[config.mk]
export PLATFORM = sky130hd
export DESIGN_NAME = aud_slave_tx
export DESIGN_NICKNAME = d
export VERILOG_FILES = /design/src/rtl/aud_tx_pkg.sv /design/src/rtl/aud_tx_lr_track.sv /design/src/rtl/aud_tx_mute_seq.sv /design/src/rtl/aud_tx_shifter.sv /design/src/rtl/aud_slave_tx.sv
export SDC_FILE = /design/constraint.sdc
export NUM_CORES = 1
export LEC_CHECK = 0
export BUFFER_PORTS_ARGS = -buffer_cell sky130_fd_sc_hd__clkbuf_2
export CAP_MARGIN = 5
export CORE_AREA = 2 2 84 86
export DETAILED_ROUTE_END_ITERATION = 10
export DIE_AREA = 0 0 86 88
export PLACE_DENSITY = 0.65
export SLEW_MARGIN = 0
export SYNTH_ARGS = -nofsm -noshare
export SYNTH_HDL_FRONTEND = slang
export SYNTH_SLANG_ARGS = --single-unit
[constraint.sdc]
create_clock -name bclk -period 3.15 [get_ports bclk]
set_clock_uncertainty 0.15 [all_clocks]
set_input_delay 0.63 -clock bclk [delete_from_list [all_inputs] [get_ports bclk]]
set_output_delay 0.63 -clock bclk [all_outputs]
set_load 0.02 [all_outputs]
[src/rtl/aud_tx_pkg.sv]
package aud_tx_pkg;

    typedef enum logic {
        ST_MUTE = 1'b0,
        ST_LIVE = 1'b1
    } mute_state_e;

    localparam int DEF_WORD_W      = 16;
    localparam int DEF_MUTE_FRAMES = 4128;

endpackage

[src/rtl/aud_tx_lr_track.sv]
module aud_tx_lr_track (
    input  logic bclk,
    input  logic rst_n,
    input  logic lrck,
    output logic lr_smp,
    output logic lr_prev,
    output logic primed,
    output logic slot_start,
    output logic rise
);

    logic smp_ok;

    // frame clock captured where it is stable: bit-clock rising edge
    always_ff @(posedge bclk or negedge rst_n) begin
        if (!rst_n) begin
            lr_smp <= 1'b0;
            smp_ok <= 1'b0;
        end else begin
            lr_smp <= lrck;
            smp_ok <= 1'b1;
        end
    end

    // previous level held on the falling edge, where words are loaded
    always_ff @(negedge bclk or negedge rst_n) begin
        if (!rst_n) begin
            lr_prev <= 1'b0;
            primed  <= 1'b0;
        end else begin
            lr_prev <= lr_smp;
            primed  <= smp_ok;
        end
    end

    assign slot_start = primed & (lr_smp ^ lr_prev);
    assign rise       = slot_start & lr_smp;

endmodule

[src/rtl/aud_tx_mute_seq.sv]
module aud_tx_mute_seq
    import aud_tx_pkg::*;
#(
    parameter int MUTE_FRAMES = DEF_MUTE_FRAMES,
    parameter int CNT_W       = $clog2(MUTE_FRAMES + 1)
) (
    input  logic             bclk,
    input  logic             rst_n,
    input  logic             rise,
    output logic             live,
    output logic [CNT_W-1:0] cnt
);

    localparam logic [CNT_W-1:0] LAST = CNT_W'(MUTE_FRAMES - 1);

    mute_state_e state_q, state_d;

    // state register
    always_ff @(negedge bclk or negedge rst_n) begin
        if (!rst_n) begin
            state_q <= ST_MUTE;
        end else begin
            state_q <= state_d;
        end
    end

    // rising-edge count, frozen once data flows
    always_ff @(negedge bclk or negedge rst_n) begin
        if (!rst_n) begin
            cnt <= '0;
        end else if (state_q == ST_MUTE && rise) begin
            cnt <= cnt + 1'b1;
        end
    end

    // next state
    always_comb begin
        state_d = state_q;
        unique case (state_q)
            ST_MUTE: if (rise && cnt == LAST) state_d = ST_LIVE;
            ST_LIVE: state_d = ST_LIVE;
            default: state_d = ST_MUTE;
        endcase
    end

    // outputs
    always_comb begin
        live = (state_q == ST_LIVE);
    end

endmodule

[src/rtl/aud_tx_shifter.sv]
module aud_tx_shifter #(
    parameter int WORD_W = 16
) (
    input  logic              bclk,
    input  logic              rst_n,
    input  logic              fmt_i2s,
    input  logic              lrck,
    input  logic              lr_smp,
    input  logic              lr_prev,
    input  logic              primed,
    input  logic              slot_start,
    input  logic              live,
    input  logic [WORD_W-1:0] left_in,
    input  logic [WORD_W-1:0] right_in,
    output logic              sdto
);

    logic [WORD_W-1:0] shreg;
    logic [WORD_W-1:0] right_hold;
    logic [WORD_W-1:0] pick;
    logic [WORD_W-1:0] load_val;
    logic              left_slot;
    logic              early;
    logic              early_bit;

    // left slot: frame clock high in justified mode, low in I2S mode
    assign left_slot = lr_smp ^ fmt_i2s;

    always_comb begin
        pick     = left_slot ? left_in : right_hold;
        load_val = live ? pick : '0;
    end

    always_ff @(negedge bclk or negedge rst_n) begin
        if (!rst_n) begin
            shreg      <= '0;
            right_hold <= '0;
        end else if (slot_start) begin
            if (left_slot) right_hold <= right_in;
            // justified mode already sent the MSB on the previous edge
            shreg <= fmt_i2s ? load_val : {load_val[WORD_W-2:0], 1'b0};
        end else begin
            shreg <= {shreg[WORD_W-2:0], 1'b0};
        end
    end

    // justified mode: MSB follows the frame-clock change before the load edge
    assign early     = ~fmt_i2s & primed & (lrck ^ lr_prev);
    assign early_bit = live & (lrck ? left_in[WORD_W-1] : right_hold[WORD_W-1]);
    assign sdto      = early ? early_bit : shreg[WORD_W-1];

endmodule

[src/rtl/aud_slave_tx.sv]
module aud_slave_tx
    import aud_tx_pkg::*;
#(
    parameter int WORD_W      = DEF_WORD_W,
    parameter int MUTE_FRAMES = DEF_MUTE_FRAMES
) (
    input  logic              bclk,
    input  logic              lrck,
    input  logic              fmt_i2s,
    input  logic              pdn_n,
    input  logic [WORD_W-1:0] left_in,
    input  logic [WORD_W-1:0] right_in,
    output logic              sdto
);

    localparam int CNT_W = $clog2(MUTE_FRAMES + 1);

    logic             lr_smp;
    logic             lr_prev;
    logic             primed;
    logic             slot_start;
    logic             rise;
    logic             live;
    logic [CNT_W-1:0] mute_cnt;

    aud_tx_lr_track u_track (
        .bclk       (bclk),
        .rst_n      (pdn_n),
        .lrck       (lrck),
        .lr_smp     (lr_smp),
        .lr_prev    (lr_prev),
        .primed     (primed),
        .slot_start (slot_start),
        .rise       (rise)
    );

    aud_tx_mute_seq #(
        .MUTE_FRAMES (MUTE_FRAMES),
        .CNT_W       (CNT_W)
    ) u_seq (
        .bclk  (bclk),
        .rst_n (pdn_n),
        .rise  (rise),
        .live  (live),
        .cnt   (mute_cnt)
    );

    aud_tx_shifter #(
        .WORD_W (WORD_W)
    ) u_shift (
        .bclk       (bclk),
        .rst_n      (pdn_n),
        .fmt_i2s    (fmt_i2s),
        .lrck       (lrck),
        .lr_smp     (lr_smp),
        .lr_prev    (lr_prev),
        .primed     (primed),
        .slot_start (slot_start),
        .live       (live),
        .left_in    (left_in),
        .right_in   (right_in),
        .sdto       (sdto)
    );

endmodule

# ---- Word level (Yosys, flattened, before mapping)
# Cells that the tools add are included.
dict set report op_classes {
  addsub 1
  mul 0
  n_div 0
  magnitude_cmp 0
  eq_ne 1
  shifts 0
  mux 8
  bitwise_logic 10
  n_reduce_logical 3
}
# cell n
set op_table {}
lappend op_table {{$mux 16} 4}
lappend op_table {{$add 13x1->13 const B} 1}
lappend op_table {{$eq 13x13->1 const B} 1}
lappend op_table {{$and 1x1->1} 5}
lappend op_table {{$mux 1} 3}
lappend op_table {{$xor 1x1->1} 3}
lappend op_table {{$logic_and 1x1->1} 2}
lappend op_table {{$not 1->1} 2}
lappend op_table {{$pmux 1 s2} 1}
lappend op_table {{$reduce_and 2->1} 1}
dict set report totals {
  register_bits 50
  latch_bits 0
  mem_bits_rw 0
  mem_bits_ro 0
  inputBits 36
  output_inout_bits 1
  wordCells 31
  memories 0
}

# ---- Logic depth before layout (Yosys ltp)
dict set report depth {
  word_depth 6
  mapped_depth 6
  ltp_nobuf 5
}

# ---- Cells and area by module
# A second synthesis with hierarchy kept.
dict set report unflattened {
  cells_unflattened 190
  area_unflattened_um2 2570.0
}
# module instances cells_each area_per_inst_um2 seq_area_each_um2
set modules_own_cells {}
lappend modules_own_cells {aud_tx_shifter 1 129 1761.7 800.8}
lappend modules_own_cells {aud_tx_mute_seq 1 53 679.4 350.3}
lappend modules_own_cells {aud_tx_lr_track 1 8 128.9 100.1}

==> results.json <==
{
  "status": "finished with violations",
  "violations": "setup timing",
  "post_drt_wl_per_cell_um": 14.99,
  "p_total_mw": 1.512,
  "gp_congestion": 0.8328,
  "drive_above_1_share_pct": 36.98,
  "dr.first_iter.drc_count": 76,
  "fin_ws_ns": -0.5337,
  "viasPerCell": 5.177,
  "syn_area_um2": 2615,
  "crit_chain": "mux2_4, nand2_2, o31ai_4, clkbuf_8",
  "cts_buffers": 5,
  "dr.pass1.iters": 4,
  "drv_cap": 0,
  "track_usage_pct": 15.22,
  "hold_viol_final": 0,
  "ys_seq_elements": 50,
  "cp_max_fo": 3,
  "dieArea_um2": 7568,
  "yosys_warnings": 0,
  "yosys.area_share.simple_pct": 14.26,
  "rsz0062_at_grt": "yes",
  "die_height_um": 88,
  "core_area_um2": 6644,
  "die_x_um": 86,
  "startpoint": "u_shift.right_hold[15]",
  "drtAntennaViolNets": 0,
  "p_per_area_nw_per_um2": 463.4,
  "cp_slowest_cell": "dfrtn_1",
  "start_kind": "register",
  "portBuffers": 36,
  "antenna_found_initial": 0,
  "syn-num-nets": 251,
  "rows": 30,
  "nFillCells": 612,
  "synthXorXnorAreaFrac_pct": 6.029,
  "drc_errors": 0,
  "grt_pass1_vias": 1866,
  "max_stage_delay_ns": 0.44,
  "vias": 1786,
  "routed_wl_um": 5172,
  "ctsLongestPathBuffers": 2,
  "synth-main-ff-cell": "dfrtn_1",
  "multiInputGateArea_um2": 1349,
  "htree_levels": 2,
  "synth_top_area_cell": "dfrtn_1",
  "grt_pass1_wl_um": 8894,
  "p_leak_nw": 1.705,
  "slew_violations": 0,
  "yosysSeqAreaShare_pct": 47.85,
  "cp.required_ns": 2.37,
  "crit_arrival_ns": 2.90,
  "start_util_pct": 39.36,
  "hpwl_um": 3571,
  "grt_start_max_net_pins": 51,
  "cts_tree": "yes",
  "postSynthCellCount": 214,
  "synth_top_family_by_area": "multiplexers",
  "syn-mean-instance-area_um2": 12.22,
  "end_kind": "primary output",
  "register_area_um2": 1251,
  "critPathKind": "reg2out",
  "synth.area.mux_share_pct": 21.10,
  "synth_edf_count": 0,
  "async_flop_share_pct": 100.0,
  "synth_cell_types": 37,
  "min_path_type": "in2async",
  "fin_cells": 345,
  "post-route-util_pct": 49.10,
  "clkSlewWorstSetupHoldPaths_ns": 0.08,
  "whs_ns": 0.1692,
  "insertion_delay_ns": 0.30,
  "setup_violations": 43,
  "clockRootBuffer": "clkbuf_8",
  "area.growth.synth_to_final_pct": 24.74,
  "fin_nets": 301,
  "post-synth-top-area-fraction_pct": 45.93,
  "cts_sinks": 50,
  "crit_family": "flip-flops",
  "timing.rr.start": "u_track.lr_smp",
  "placed_cells": 336,
  "synth_compound_area_share_pct": 6.459,
  "diodes": 0,
  "ios": 37,
  "place_ws_ns": -0.4717,
  "overflow": 0,
  "ir_worst_vdd_v": 0.0002634,
  "crit_buf_inv": 1,
  "synth_area_leaders": "dfrtn_1 (46%), mux2i_1 (11%), mux2_4 (5.7%)",
  "synth_fa_ha_area_share_pct": 0.4785
}
-- through the flow --
| stage | instance area, um2 | TNS, ns |
|---|---|---|
| 2_1_floorplan | 2675 | -9.192 |
| 3_3_place_gp | 3075 | -13.58 |
| 4_1_cts | 3262 | -5.979 |
| 6_report | 3262 | -6.058 |
| 3_5_place_dp | 3075 | -13.84 |
| 5_1_grt | 3262 | -9.248 |
-- flip-flops by register name, summed over array words and instances, names as in the netlist --
name,count
u_seq.cnt,13
u_track.lr_prev,1
u_track.smp_ok,1
u_shift.right_hold,16
u_track.primed,1
u_seq.live,1
u_shift.shreg,16
u_track.lr_smp,1
-- worst paths after layout --
path	to	slack, ns	cells after the start
worst max-delay path	sdto	-0.53	4
worst min-delay path	u_track.smp_ok	0.17	2
worst max register to register	u_shift.right_hold[15]	-0.18	4
worst min register to register	u_shift.shreg[5]	0.25	1
max in group asynchronous	u_seq.cnt[7]	0.97	2
min in group bclk	u_shift.shreg[5]	0.25	1
-- metal layers --
metal / wire, um / part of all wire [%] / global-route usage [%]
met2: 2339 / 45 / 23.82
met4: 97 / 1.9 / 6.349
met1: 2506 / 48 / 20.14
met3: 228 / 4.4 / 3.959
met5: 0 / 0 / 0
-- where the power goes --
part | switching [mW] | leakage, nW | internal, mW
registers | 0.0745 | 0.648 | 0.729
logic | 0.132 | 1.01 | 0.191
clock network | 0.208 | 0.0482 | 0.178
total | 0.414 | 1.70 | 1.10
-- cell usage in the layout, fill, tap and decap left out, types with 4 or more instances in the layout --
master | synthesis | routed
dfrtn_1 | 48 | 48
clkbuf_2 | 0 | 34
mux2i_1 | 30 | 30
nor3_1 | 17 | 17
mux2_4 | 10 | 16
nor2_1 | 15 | 15
a211o_1 | 14 | 14
buf_12 | 0 | 8
clkbuf_8 | 0 | 7
nand2_1 | 7 | 6
xor2_1 | 6 | 6
xnor2_1 | 7 | 6
buf_4 | 3 | 6
nand4_1 | 5 | 5
buf_6 | 5 | 5
nand3_1 | 4 | 4
-- cell type report --
class,count,area share (%)
Tap cell,80,3.069
Sequential cell,50,38.36
Clock inverter,1,0.1534
Timing Repair Buffer,55,14.42
Clock buffer,7,2.647
Multi-Input combinational cell,152,41.35
-- cells in the mapped netlist (all sizes together), types with 3 or more instances --
cell type and instances:
dfrtn 48, xnor2 8, nand4 6, nor3b 3, nand3 4, buf 10, nor3 20, and2 4
mux2i 30, mux2 19, xor2 7, nor2 15, a211o 14, nand2 8, o21ai 3
-- logic make-up (layout without fill, tap and decap cells) --
group	count (synthesis)	after routing
other	1	1
flip-flops	50	50
multiplexers	49	49
AO/OA/AOI/OAI	20	20
adder cells (fa/ha/maj)	1	1
buffers and inverters	12	63
AND/OR/NAND/NOR	66	66
XOR/XNOR	15	15
-- repair_timing --
item,in CTS,in global routing
pin swaps,3,0
endpoints found under the setup margin,43,44
hold endpoints to repair,0,0
gates resized for setup,22,0
setup buffers,1,0
hold buffers,0,0
Power figures use the tool's default switching activity.
